==> src/rtl/spi_eng_pkg.sv <==
package spi_eng_pkg;

    typedef enum logic [2:0] {
        ST_IDLE,
        ST_M_LEAD,
        ST_M_TRAIL,
        ST_S_ACTIVE,
        ST_DONE
    } eng_state_e;

    typedef struct packed {
        logic cpol;
        logic cke;
        logic late;
        logic slave;
    } eng_cfg_t;

endpackage

==> src/rtl/spi_half_timer.sv <==
// Counts system cycles inside one serial-clock half period.
module spi_half_timer #(
    parameter int CW = 8
) (
    input  logic          clk,
    input  logic          rst_n,
    input  logic          restart,
    input  logic          run,
    input  logic [CW-1:0] half,
    output logic          last
);
    localparam logic [CW-1:0] ONE = CW'(1);

    logic [CW-1:0] cnt_q;
    logic          at_end;

    assign at_end = (cnt_q == half - ONE);
    assign last   = run && at_end;

    always_ff @(posedge clk or negedge rst_n) begin
        if (!rst_n) begin
            cnt_q <= '0;
        end else if (restart) begin
            cnt_q <= '0;
        end else if (run) begin
            cnt_q <= at_end ? '0 : cnt_q + ONE;
        end
    end
endmodule

==> src/rtl/spi_edge_sync.sv <==
// Multi-stage synchroniser for slave-side inputs, with one extra stage kept for edge detection.
module spi_edge_sync #(
    parameter int STAGES = 2,
    parameter int N      = 3
) (
    input  logic         clk,
    input  logic         rst_n,
    input  logic [N-1:0] async_i,
    input  logic [N-1:0] reset_val,
    output logic [N-1:0] sync_o,
    output logic [N-1:0] prev_o
);
    logic [STAGES:0][N-1:0] pipe_q;

    always_ff @(posedge clk or negedge rst_n) begin
        if (!rst_n) begin
            pipe_q <= {(STAGES+1){reset_val}};
        end else begin
            pipe_q <= {pipe_q[STAGES-1:0], async_i};
        end
    end

    assign sync_o = pipe_q[STAGES-1];
    assign prev_o = pipe_q[STAGES];
endmodule

==> src/rtl/spi_shifter.sv <==
// Separate transmit and receive shift registers, MSB first.
module spi_shifter #(
    parameter int W = 8
) (
    input  logic         clk,
    input  logic         rst_n,
    input  logic         load,
    input  logic [W-1:0] load_val,
    input  logic         tx_adv,
    input  logic         rx_cap,
    input  logic         rx_bit,
    output logic         msb,
    output logic [W-1:0] rx_word
);
    logic [W-1:0] tx_q;
    logic [W-1:0] rx_q;

    always_ff @(posedge clk or negedge rst_n) begin
        if (!rst_n) begin
            tx_q <= '0;
        end else if (load) begin
            tx_q <= load_val;
        end else if (tx_adv) begin
            tx_q <= {tx_q[W-2:0], 1'b0};
        end
    end

    always_ff @(posedge clk or negedge rst_n) begin
        if (!rst_n) begin
            rx_q <= '0;
        end else if (load) begin
            rx_q <= '0;
        end else if (rx_cap) begin
            rx_q <= {rx_q[W-2:0], rx_bit};
        end
    end

    assign msb     = tx_q[W-1];
    assign rx_word = rx_q;
endmodule

==> src/rtl/spi_shift_engine.sv <==
module spi_shift_engine
    import spi_eng_pkg::*;
#(
    parameter int DATA_W      = 8,
    parameter int DIV_W       = 8,
    parameter int SYNC_STAGES = 2
) (
    input  logic              clk,
    input  logic              rst_n,
    input  logic              cpol_i,
    input  logic              cke_i,
    input  logic              late_smp_i,
    input  logic              slave_i,
    input  logic [DIV_W-1:0]  half_div_i,
    input  logic              wr_en_i,
    input  logic [DATA_W-1:0] wr_data_i,
    input  logic              rd_en_i,
    input  logic              wcol_clr_i,
    output logic [DATA_W-1:0] rd_data_o,
    output logic              buf_full_o,
    output logic              wcol_o,
    output logic              busy_o,
    output logic              sck_o,
    output logic              sdo_o,
    output logic              cs_n_o,
    input  logic              sdi_i,
    input  logic              slv_sck_i,
    input  logic              slv_sel_n_i
);
    localparam int BIT_W    = (DATA_W > 1) ? $clog2(DATA_W) : 1;
    localparam logic [BIT_W-1:0] LAST_BIT = BIT_W'(DATA_W - 1);
    localparam logic [DIV_W-1:0] MIN_HALF = DIV_W'(2);
    localparam int SYNC_N   = 3;

    eng_state_e        state_q, state_d;
    eng_cfg_t          cfg_q;
    logic [DIV_W-1:0]  half_q;
    logic [BIT_W-1:0]  bit_q;
    logic [DATA_W-1:0] buf_q;
    logic              full_q;
    logic              wcol_q;

    logic              start;
    logic              half_last;
    logic              run_timer;
    logic              lead_lvl;
    logic              tx_adv, rx_cap, rx_bit;
    logic              msb;
    logic [DATA_W-1:0] rx_word;

    logic [SYNC_N-1:0] sync_v, prev_v;
    logic              s_sck, p_sck, s_sel_n, s_sdi;
    logic              s_edge, s_tx_edge, s_smp_edge;

    // Clock level reached by the launch edge; it is held during the first half of each bit.
    assign lead_lvl  = cfg_q.cpol ^ cfg_q.cke;
    assign start     = wr_en_i && (state_q == ST_IDLE);
    assign run_timer = (state_q == ST_M_LEAD) || (state_q == ST_M_TRAIL);

    spi_half_timer #(.CW(DIV_W)) u_timer (
        .clk     (clk),
        .rst_n   (rst_n),
        .restart (start),
        .run     (run_timer),
        .half    (half_q),
        .last    (half_last)
    );

    spi_edge_sync #(.STAGES(SYNC_STAGES), .N(SYNC_N)) u_sync (
        .clk       (clk),
        .rst_n     (rst_n),
        .async_i   ({slv_sck_i, slv_sel_n_i, sdi_i}),
        .reset_val (3'b010),
        .sync_o    (sync_v),
        .prev_o    (prev_v)
    );

    assign s_sck      = sync_v[2];
    assign s_sel_n    = sync_v[1];
    assign s_sdi      = sync_v[0];
    assign p_sck      = prev_v[2];
    assign s_edge     = (s_sck != p_sck) && !s_sel_n;
    assign s_tx_edge  = s_edge && (s_sck == lead_lvl);
    assign s_smp_edge = s_edge && (s_sck != lead_lvl);

    spi_shifter #(.W(DATA_W)) u_shift (
        .clk      (clk),
        .rst_n    (rst_n),
        .load     (start),
        .load_val (wr_data_i),
        .tx_adv   (tx_adv),
        .rx_cap   (rx_cap),
        .rx_bit   (rx_bit),
        .msb      (msb),
        .rx_word  (rx_word)
    );

    // Next state and shift control.
    always_comb begin
        state_d = state_q;
        tx_adv  = 1'b0;
        rx_cap  = 1'b0;
        rx_bit  = sdi_i;
        unique case (state_q)
            ST_IDLE: begin
                if (wr_en_i) begin
                    state_d = slave_i ? ST_S_ACTIVE : ST_M_LEAD;
                end
            end
            ST_M_LEAD: begin
                if (half_last) begin
                    state_d = ST_M_TRAIL;
                    rx_cap  = !cfg_q.late;
                end
            end
            ST_M_TRAIL: begin
                if (half_last) begin
                    rx_cap = cfg_q.late;
                    if (bit_q == LAST_BIT) begin
                        state_d = ST_DONE;
                    end else begin
                        state_d = ST_M_LEAD;
                        tx_adv  = 1'b1;
                    end
                end
            end
            ST_S_ACTIVE: begin
                rx_bit = s_sdi;
                rx_cap = s_smp_edge;
                tx_adv = s_tx_edge && (bit_q != '0);
                if (s_smp_edge && (bit_q == LAST_BIT)) begin
                    state_d = ST_DONE;
                end
            end
            ST_DONE: begin
                state_d = ST_IDLE;
            end
            default: begin
                state_d = ST_IDLE;
            end
        endcase
    end

    // State register.
    always_ff @(posedge clk or negedge rst_n) begin
        if (!rst_n) begin
            state_q <= ST_IDLE;
        end else begin
            state_q <= state_d;
        end
    end

    // Configuration latched at start, plus the bit counter.
    always_ff @(posedge clk or negedge rst_n) begin
        if (!rst_n) begin
            cfg_q  <= '0;
            half_q <= MIN_HALF;
            bit_q  <= '0;
        end else if (start) begin
            cfg_q.cpol  <= cpol_i;
            cfg_q.cke   <= cke_i;
            cfg_q.late  <= late_smp_i && !slave_i;
            cfg_q.slave <= slave_i;
            half_q      <= (half_div_i < MIN_HALF) ? MIN_HALF : half_div_i;
            bit_q       <= '0;
        end else if (state_q == ST_M_TRAIL && half_last && bit_q != LAST_BIT) begin
            bit_q <= bit_q + 1'b1;
        end else if (state_q == ST_S_ACTIVE) begin
            if (s_sel_n) begin
                bit_q <= '0;
            end else if (s_smp_edge) begin
                bit_q <= bit_q + 1'b1;
            end
        end
    end

    // Buffer and status flags.
    always_ff @(posedge clk or negedge rst_n) begin
        if (!rst_n) begin
            buf_q  <= '0;
            full_q <= 1'b0;
            wcol_q <= 1'b0;
        end else begin
            if (start) begin
                buf_q <= wr_data_i;
            end else if (state_q == ST_DONE) begin
                buf_q <= rx_word;
            end
            if (state_q == ST_DONE) begin
                full_q <= 1'b1;
            end else if (rd_en_i) begin
                full_q <= 1'b0;
            end
            if (wr_en_i && state_q != ST_IDLE) begin
                wcol_q <= 1'b1;
            end else if (wcol_clr_i) begin
                wcol_q <= 1'b0;
            end
        end
    end

    // Outputs decoded from the state.
    always_comb begin
        busy_o = (state_q != ST_IDLE);
        cs_n_o = 1'b1;
        sck_o  = cpol_i;
        unique case (state_q)
            ST_M_LEAD: begin
                cs_n_o = 1'b0;
                sck_o  = lead_lvl;
            end
            ST_M_TRAIL: begin
                cs_n_o = 1'b0;
                sck_o  = !lead_lvl;
            end
            default: begin
            end
        endcase
    end

    assign sdo_o      = msb;
    assign rd_data_o  = buf_q;
    assign buf_full_o = full_q;
    assign wcol_o     = wcol_q;
endmodule

==> config.mk <==
export PLATFORM = sky130hd
export DESIGN_NAME = spi_shift_engine
export DESIGN_NICKNAME = d
export VERILOG_FILES = /design/src/rtl/spi_eng_pkg.sv /design/src/rtl/spi_half_timer.sv /design/src/rtl/spi_edge_sync.sv /design/src/rtl/spi_shifter.sv /design/src/rtl/spi_shift_engine.sv
export SDC_FILE = /design/constraint.sdc
export NUM_CORES = 1
export LEC_CHECK = 0
export CAP_MARGIN = 20
export CORE_UTILIZATION = 54
export CTS_CLUSTER_DIAMETER = 150
export DETAILED_ROUTE_END_ITERATION = 8
export GPL_TIMING_DRIVEN = 0
export HOLD_SLACK_MARGIN = 0.06
export PLACE_DENSITY = 0.79
export SLEW_MARGIN = 10
export SYNTH_ARGS = -nofsm -noshare
export SYNTH_HDL_FRONTEND = slang
export SYNTH_SLANG_ARGS = --single-unit
export TNS_END_PERCENT = 30
==> constraint.sdc <==
create_clock -name clk -period 3.7 [get_ports clk]
set_clock_uncertainty 0.15 [all_clocks]
set_input_delay 0.74 -clock clk [delete_from_list [all_inputs] [get_ports clk]]
set_output_delay 0.74 -clock clk [all_outputs]
set_load 0.01 [all_outputs]
Word-level counts from Yosys, hierarchy flattened
Cells that the tools add are included.
Widths: inputs -> output; s select.
{"block": "totals", "regBits": 60, "wordCells": 99}
{"block": "classes", "n_addsub": 3, "magnitude_cmp": 1, "eq_ne": 14, "mux": 35, "bitwise_logic": 1, "n_reduce_logical": 30}
{"op": "$mux 8", "n": 10}
{"op": "$mux 3", "n": 10}
{"op": "$pmux 3 s4", "n": 1}
{"op": "$reduce_bool 2->1", "n": 6}
{"op": "$logic_and 1x1->1", "n": 11}
{"op": "$mux 1", "n": 10}
{"op": "$reduce_bool 3->1", "n": 3}
{"op": "$add 8x1->8 const B", "n": 1}
{"op": "$eq 8x8->1", "n": 1}
{"op": "$lt 8x2->1 const B", "n": 1}
{"op": "$ne 2x2->1 const B", "n": 4}
{"op": "$sub 8x1->8 const B", "n": 1}
{"op": "$eq 3x2->1 const B", "n": 2}
{"op": "$eq 3x3->1 const B", "n": 2}
{"op": "$logic_not 1->1", "n": 4}
{"op": "$pmux 1 s2", "n": 2}
{"op": "$reduce_and 4->1", "n": 1}
{"op": "$reduce_bool 4->1", "n": 1}
{"op": "$add 3x1->3 const B", "n": 1}
{"op": "$eq 3x1->1 const B", "n": 1}
{"op": "$logic_not 3->1", "n": 1}
{"op": "$ne 3x3->1 const B", "n": 1}
{"op": "$pmux 1 s3", "n": 1}
{"op": "$mux 2", "n": 1}
{"op": "other kinds (6)", "n": 7}

Depth between registers and ports, before layout
Gate-level depths: netlist (run 1).
{"block": "logic_depth", "ltp_word": 8, "ltp_mapped": 8}

Worst setup path after synthesis (run 1)
OpenSTA, ideal clock, no wires.
{"block": "synth_timing", "kind": "register to register", "from": "register half_q[1]", "to": "register u_shift.rx_q[0] (netlist: u_shift.rx_word[0])", "setup_time_ns": 0.125, "arrival_time_ns": 2.409, "required_ns": 3.425, "slack_ns": 1.017, "stages_incl_launch_ff": 9, "path_buffers": 0, "period_less_slack_ns": 2.683, "cell_sequence": "dfstp_2 > inv_1 > ha_1 > and4b_1 > a31oi_1 > nor3_1 > o2111ai_4 > o31ai_4 > mux2_2"}
{"block": "synth_via", "elab_chain_len": 6, "elab_cells_between_ends": 7}
{"item": "start, declared", "line": "spi_shift_engine.sv:37", "source": "logic [DIV_W-1:0] half_q;"}
{"item": "start signal, assigned", "line": "spi_shift_engine.sv:164", "source": "half_q <= (half_div_i < MIN_HALF) ? MIN_HALF : half_div_i;"}
{"item": "$sub 8x1->8 (*)", "line": "spi_half_timer.sv:17", "source": "assign at_end = (cnt_q == half - ONE);"}
{"item": "$eq 8x8->1 (*)", "line": "spi_half_timer.sv:17"}
{"item": "$logic_and 1x1->1 (*)", "line": "spi_half_timer.sv:18", "source": "assign last = run && at_end;"}
{"item": "$mux 1, on equally long branches", "line": "spi_shift_engine.sv:117, spi_shift_engine.sv:111"}
{"item": "$pmux 1 s3 (*)", "line": "spi_shift_engine.sv:104", "source": "unique case (state_q)"}
{"item": "$reduce_bool 2->1 (no line) (*)"}
{"item": "end signal, assigned", "line": "spi_shifter.sv:34", "source": "rx_q <= {rx_q[W-2:0], rx_bit};"}
{"item": "end, declared", "line": "spi_shifter.sv:16", "source": "logic [W-1:0] rx_q;"}
Mark *: on every way between the ends. The rest lies on a longest branch, timed or not.
A chain may end at the register's enable or synchronous reset.

Worst setup path in the final report (run 1)
{"block": "layout_timing", "from": "register state_q[1]", "to": "output port sck_o"}
{"block": "layout_via", "elab_chain_len": 2, "elab_cells_between_ends": 3}
{"item": "start, declared", "line": "spi_shift_engine.sv:35", "source": "eng_state_e state_q, state_d;"}
{"item": "start signal, assigned", "line": "spi_shift_engine.sv:149", "source": "state_q <= state_d;"}
{"item": "$eq 3x2->1 or $eq 3x1->1 (tied branches)", "line": "spi_shift_engine.sv:207", "source": "unique case (state_q)"}
{"item": "$pmux 1 s2 (*)", "line": "spi_shift_engine.sv:207"}
{"item": "end, declared", "line": "spi_shift_engine.sv:23", "source": "output logic sck_o,"}
Marked as above.

==> results.sh, run 1 <==
export IMPL_timing_rr_end="u_shift.rx_word[2]$_DFFE_PN0P_"
export IMPL_rsz0062_at_grt="no"
export IMPL_p_per_area_nw_per_um2=844.3
export IMPL_maxCapViolations=0
export IMPL_first_global_vias=2200
export IMPL_reg2reg_setup_slack_ps=660
export IMPL_outcome="finished clean"
export IMPL_wl_per_cell_um=14.72
export IMPL_wl_mm=6.152
export IMPL_synth_ff_type="dfrtp_1"
export IMPL_io_buffers=41
export IMPL_row_count=26
export IMPL_synth_seq_area_share=0.4979
export IMPL_route_detailed_drc=0
export IMPL_clk_pin_slew_ps=60
export IMPL_hold_violations=0
export IMPL_place_congestion=0.8339
export IMPL_crit_fanout=10
export IMPL_worstPathArrival_ps=2220
export IMPL_firstDrtPassIters=4
export IMPL_post_dp_hpwl_mm=4.355
export IMPL_yosys_area_share_adder=0.02140
export IMPL_reg2reg_depth=8
export IMPL_drive_gt1_frac=0.1264
export IMPL_grt_pass1_wl_mm=9.722
export IMPL_nNetsFinal=376
export IMPL_seqCellArea_um2=1455
export IMPL_ir_worst_vdd_uv=419.3
export IMPL_initial_core_util=0.5651
export IMPL_grt_antenna_before_repair=0
export IMPL_ys_ff_latch=58
export IMPL_synth_warnings=0
export IMPL_cts_setup_buffers=0
export IMPL_synth_mux_area_frac=0.09375
export IMPL_slew_violations=0
export IMPL_cp_slowest_cell="clkdlybuf4s50_1"
export IMPL_timing_final_crit_share=0.8410
export IMPL_antenna_cells=0
export IMPL_synth_edf_count=0
export IMPL_syn_to_final_growth_pct=24.44
export IMPL_gr_usage_all_layers=0.2366
export IMPL_crit_start="state_q[1]$_DFFE_PN0P_"
export IMPL_synth_simple_area_share=0.1661
export IMPL_r2r_start="half_q[1]$_DFFE_PN1P_"
export IMPL_syn_nets=324
export IMPL_min_path_type="reg -> reg"
export IMPL_tightest_slew_ps=719.7
export IMPL_drtIter0Drc=102
export IMPL_relSlewSlack=0.5202
export IMPL_die_y_um=75.57
export IMPL_clk_latency_ps=340
export IMPL_cts_root_buf="clkbuf_8"
export IMPL_worstPathRequired_ps=2810
export IMPL_cp_start_kind="flop"
export IMPL_path_cells="clkbuf_1, a21oi_1, o21ai_1, nand2_1, o21ai_0, clkdlybuf4s50_1"
export IMPL_numCtsBuffers=9
export IMPL_synth_area_um2=2923
export IMPL_cts_tree="done"
export IMPL_viasPerCell=5.426
export IMPL_vias=2268
export IMPL_coreArea_um2=5172
export IMPL_worstSetupEndpointType="primary output"
export IMPL_worstSetupPathType="reg -> out"
export IMPL_post_cts_resized=0
export IMPL_postSynthAreaPerCell_um2=10.04
export IMPL_synth_compound_area_frac=0.1139
export IMPL_max_freq_ghz=0.3214
export IMPL_critPathCapture="sck_o"
export IMPL_p_leak_nw=1.622
export IMPL_ant_nets=0
export IMPL_postCtsHoldBufs=0
export IMPL_clock_sinks=58
export IMPL_fillers=398
export IMPL_io_pins=42
export IMPL_synthXorXnorAreaFrac=0.06849
export IMPL_layout_min_cycle_time_ps=3112
export IMPL_critical_path_max_stage_delay_ps=560
export IMPL_clock_path_buffers=2
export IMPL_die_w_um=75.57
export IMPL_synth_top_family_by_area="simple AND/OR/NAND/NOR gates"
export IMPL_htreeDepth=3
export IMPL_die_area_um2=5711
export IMPL_total_power_mw=3.071
export IMPL_synth_distinct_cells=48
export IMPL_syn_instance_count=291
export IMPL_synthArstFlopShare=1.000
export IMPL_grt_max_degree=59
export IMPL_setup_violations_final=0
export IMPL_multiInputGateArea_um2=1355
export IMPL_grt_ovfl_total=0
export IMPL_fin_tns_setup_ps=0
through the flow:
stage / hold WS, ps / cells / area (um^2) / worst slack (ps) / utilization
3_5_place_dp: 187.9 / 402 / 3418 / 601.4 / 0.6609
5_1_grt: 215.5 / 418 / 3637 / 400.7 / 0.7032
6_report: 202.8 / 418 / 3637 / 588.4 / 0.7032
2_1_floorplan: 181.2 / 291 / 2923 / 1017 / -
4_1_cts: 204.8 / 418 / 3637 / 587.3 / 0.7032
3_3_place_gp: 184.3 / 402 / 3421 / -54.93 / 0.6613
sequential cells by signal, summed over array words and instances (netlist names):
signal,cells
cfg_q,3
u_timer.cnt_q,8
half_q,8
u_shift.rx_word,8
u_sync.sync_o,3
state_q,3
u_sync.pipe_q,3
bit_q,3
wcol_o,1
u_shift.tx_q,8
u_sync.prev_o,1
rd_data_o,8
buf_full_o,1
area by class of cell:
cell class / count / area share
clock inverter: 5 / 0.02133
buffer: 12 / 0.01342
clock buffer: 11 / 0.03887
timing repair buffer: 41 / 0.1121
multi-input combinational: 204 / 0.3725
inverter: 17 / 0.01754
sequential: 58 / 0.4001
tap: 70 / 0.02408
power breakdown:
| group | switching, mW | internal, mW |
|---|---|---|
| Combinational | 0.710 | 0.652 |
| Clock | 0.248 | 0.395 |
| Sequential | 0.190 | 0.875 |
| Total | 1.15 | 1.92 |
logic make-up (layout without fill, tap and decap cells):
group / after synthesis / in the layout
AND/OR/NAND/NOR: 106 / 106
flip-flops: 58 / 58
AO/OA/AOI/OAI: 45 / 45
buffers and inverters: 29 / 86
multiplexers: 26 / 26
XOR/XNOR: 22 / 22
adder cells (fa/ha/maj): 5 / 5
placed cells by master (no fill, tap or decap), drive strengths merged, types with 7 or more instances in the layout:
cell and count:
clkdlybuf4s50 40, nand2 59, xnor2 13, a21oi 7, xor2 9, dfrtp 55
mux2 11, clkbuf 18, inv 17, o21ai 17, nor2 21, mux2i 15
worst max-delay path, delay by kind of cell, from the launching register on:
family | cells | cell delay [ps]
DFF | 1 | 410
and+or+nand+nor | 1 | 90
AOI/OAI and AO/OA | 3 | 500
buffers and inverters | 2 | 880
worst min-delay path by stage:
stage / from / to / slack [ps] / cells past startpoint
after global placement: u_sync.pipe_q[2]$_DFF_PN0_ / u_sync.sync_o[2]$_DFF_PN0_ / 180 / 0
after CTS: u_sync.pipe_q[2]$_DFF_PN0_ / u_sync.sync_o[2]$_DFF_PN0_ / 200 / 0
after global routing: u_sync.pipe_q[1]$_DFF_PN1_ / u_sync.sync_o[1]$_DFF_PN1_ / 220 / 0
after detailed placement: u_sync.pipe_q[0]$_DFF_PN0_ / u_sync.sync_o[0]$_DFF_PN0_ / 190 / 0
after floorplan: u_sync.pipe_q[0]$_DFF_PN0_ / u_sync.sync_o[0]$_DFF_PN0_ / 180 / 0
final: u_sync.pipe_q[2]$_DFF_PN0_ / u_sync.sync_o[2]$_DFF_PN0_ / 200 / 0
Yosys cell counts, types with 2 or more instances:
cell      number  share of area
nand2_1       59          0.076
dfrtp_1       55           0.47
nor2_1        21          0.027
inv_1         17          0.022
mux2i_1       15          0.051
o21ai_0       14          0.024
xnor2_1       12          0.036
mux2_2        11          0.042
xor2_1         9          0.027
a21oi_1        7          0.012
clkbuf_1       7         0.0090
ha_1           5          0.021
nor3_1         5         0.0086
a31oi_1        3         0.0064
buf_2          3         0.0051
dfstp_2        3          0.027
nand3_1        3         0.0051
nand3b_1       3         0.0077
nand4_1        3         0.0064
a21o_1         2         0.0051
a32o_1         2         0.0068
buf_1          2         0.0026
nor2b_1        2         0.0043
o21ai_1        2         0.0034
o221a_2        2         0.0077
o22ai_1        2         0.0043
metal layers:
layer | part of all wire | global-route usage | up-vias
met4 | 0.012 | 0.08230 | 0
met2 | 0.49 | 0.4008 | 67
li1 | - | - | 1089
met1 | 0.45 | 0.2860 | 1104
met5 | 0 | 0 | -
met3 | 0.049 | 0.07540 | 8
Power figures use the tool's default switching activity.
==> run 2, diff against run 1 <==
==> constraint.sdc (replaced) <==
create_clock -name clk -period 2.9 [get_ports clk]
set_clock_uncertainty 0.15 [all_clocks]
set_input_delay 0.58 -clock clk [delete_from_list [all_inputs] [get_ports clk]]
set_output_delay 0.58 -clock clk [all_outputs]
set_load 0.01 [all_outputs]
==> run 2 against run 1 <==
Register-to-register slack worse by 470 ps. Critical endpoint unchanged. Clock-buffer cell count stayed put. Routed wire length is 2.2% higher. Sequential share of layout area is 0.53 points lower. Setup slack worse by 400 ps. Final area is 1.3% higher. Flip-flop and latch count stayed put.
==> results.sh, run 2 (synthesized netlist as in run 1, its figures left out) <==
export IMPL_outcome="finished clean"
export IMPL_placed_area_um2=3418
export IMPL_top_layer="met4"
export IMPL_p_leak_nw=1.652
export IMPL_grt_ovfl_total=0
export IMPL_drive_gt1_frac=0.1477
export IMPL_worstPathRequired_ps=2170
export IMPL_cp_start_kind="flop"
export IMPL_final_cell_mix="nand2_1, dfrtp_1, clkdlybuf4s50_1, nor2_1, inv_1"
export IMPL_wl_mm=6.288
export IMPL_coreArea_um2=5172
export IMPL_io_buffers=41
export IMPL_multiInputGateArea_um2=1371
export IMPL_post_dp_hpwl_mm=4.355
export IMPL_grt_antenna_before_repair=0
export IMPL_cts_tree="done"
export IMPL_r2r_start="half_q[1]$_DFFE_PN1P_"
export IMPL_die_area_um2=5711
export IMPL_grt_max_degree=59
export IMPL_die_w_um=75.57
export IMPL_worstPathArrival_ps=1990
export IMPL_fin_tns_setup_ps=0
export IMPL_gr_usage_all_layers=0.2386
export IMPL_clock_sinks=58
export IMPL_die_y_um=75.57
export IMPL_stdcell_area_um2=3686
export IMPL_syn_to_final_growth_pct=26.11
export IMPL_numCtsBuffers=9
export IMPL_viasPerCell=5.417
export IMPL_layout_min_cycle_time_ps=2716
export IMPL_clk_latency_ps=340
export IMPL_mostFrequentLayoutCell="nand2_1"
export IMPL_relSlewSlack=0.5149
export IMPL_first_global_vias=2212
export IMPL_hold_violations=0
export IMPL_timing_rr_end="u_shift.rx_word[2]$_DFFE_PN0P_"
export IMPL_clock_path_buffers=2
export IMPL_wl_per_cell_um=14.90
export IMPL_reg2reg_depth=9
export IMPL_worstSetupEndpointType="primary output"
export IMPL_slew_violations=0
export IMPL_route_detailed_drc=0
export IMPL_reg2reg_setup_slack_ps=190
export IMPL_tightest_slew_ps=727.6
export IMPL_hold_worst_slack_ps=148.0
export IMPL_vias=2286
export IMPL_layout_setup_ws_ps=184.0
export IMPL_firstDrtPassIters=4
export IMPL_fillers=388
export IMPL_seqCellArea_um2=1455
export IMPL_clk_pin_slew_ps=60
export IMPL_grt_pass1_wl_mm=9.825
export IMPL_max_freq_ghz=0.3682
export IMPL_row_count=26
export IMPL_rsz0062_at_grt="no"
export IMPL_htreeDepth=3
export IMPL_crit_fanout=10
export IMPL_wl_met3_um=235
export IMPL_io_pins=42
export IMPL_timing_final_crit_share=0.9366
export IMPL_place_congestion=0.8339
export IMPL_ant_nets=0
export IMPL_min_path_type="in -> async"
export IMPL_p_per_area_nw_per_um2=1084
export IMPL_nNetsFinal=380
export IMPL_worstSetupPathType="reg -> out"
export IMPL_drtIter0Drc=102
export IMPL_postCtsHoldBufs=0
export IMPL_drt_met1_wl_mm=2.909
export IMPL_ir_worst_vdd_uv=557.5
export IMPL_place_ws_ps=-59.30
export IMPL_maxCapViolations=0
export IMPL_antenna_cells=0
export IMPL_cts_root_buf="clkbuf_8"
export IMPL_initial_core_util=0.5651
export IMPL_setup_violations_final=0
export IMPL_route_met2_wl_mm=3.048
==> run 2: worst max-delay path, stage by stage, from the launching register on <==
cell and delay, ps:
dfrtp_1 420, clkbuf_2 200, a21oi_1 250, o21ai_2 150, nand2_1 80, o21ai_0 70, clkdlybuf4s50_1 480
==> run 2: metal layers <==
layer | GRT usage | vias to the layer above
met3 | 0.07540 | 10
met1 | 0.2990 | 1133
li1 | - | 1095
met2 | 0.3948 | 48
met4 | 0.07819 | 0
met5 | 0 | -
==> run 2: layout make-up <==
cell class / count / area share
sequential: 58 / 0.3948
multi-input combinational: 204 / 0.3720
timing repair buffer: 45 / 0.1188
clock buffer: 11 / 0.03836
tap: 70 / 0.02376
clock inverter: 5 / 0.02105
inverter: 17 / 0.01731
buffer: 12 / 0.01392
==> run 2: how the worst max path moves through the flow <==
| stage | start | endpoint | slack (ps) | cells past startpoint |
|---|---|---|---|---|
| 6_report | state_q[1]$_DFFE_PN0P_ | sck_o | 180 | 6 |
| 3_3_place_gp | rst_n | u_shift.tx_q[7]$_DFFE_PN0P_ | -690 | 1 |
| 3_5_place_dp | half_q[1]$_DFFE_PN1P_ | u_shift.rx_word[0]$_DFFE_PN0P_ | -60 | 8 |
| 2_1_floorplan | half_q[1]$_DFFE_PN1P_ | u_shift.rx_word[0]$_DFFE_PN0P_ | 220 | 8 |
| 4_1_cts | state_q[0]$_DFFE_PN0P_ | sck_o | 20 | 6 |
| 5_1_grt | state_q[1]$_DFFE_PN0P_ | sck_o | 30 | 6 |
==> run 2: stage by stage <==
| stage | power, mW | utilization | instances |
|---|---|---|---|
| after global routing | 4.267 | 0.7126 | 422 |
| after global placement | 3.043 | 0.6613 | 402 |
| after CTS | 3.984 | 0.7092 | 422 |
| after detailed placement | 3.110 | 0.6609 | 402 |
| final | 3.994 | 0.7126 | 422 |
| after floorplan | 2.540 | - | 291 |
==> run 2: repair_timing <==
item	CTS	global route
pin swaps	1	0
setup endpoints to repair	5	11
cloned	0	0
buffers inserted	4	0
gates resized for setup	1	5
==> run 2: power by group <==
group | internal (mW) | switching [mW]
Combinational | 0.874 | 0.932
Clock | 0.504 | 0.320
Sequential | 1.12 | 0.246
Total | 2.49 | 1.50
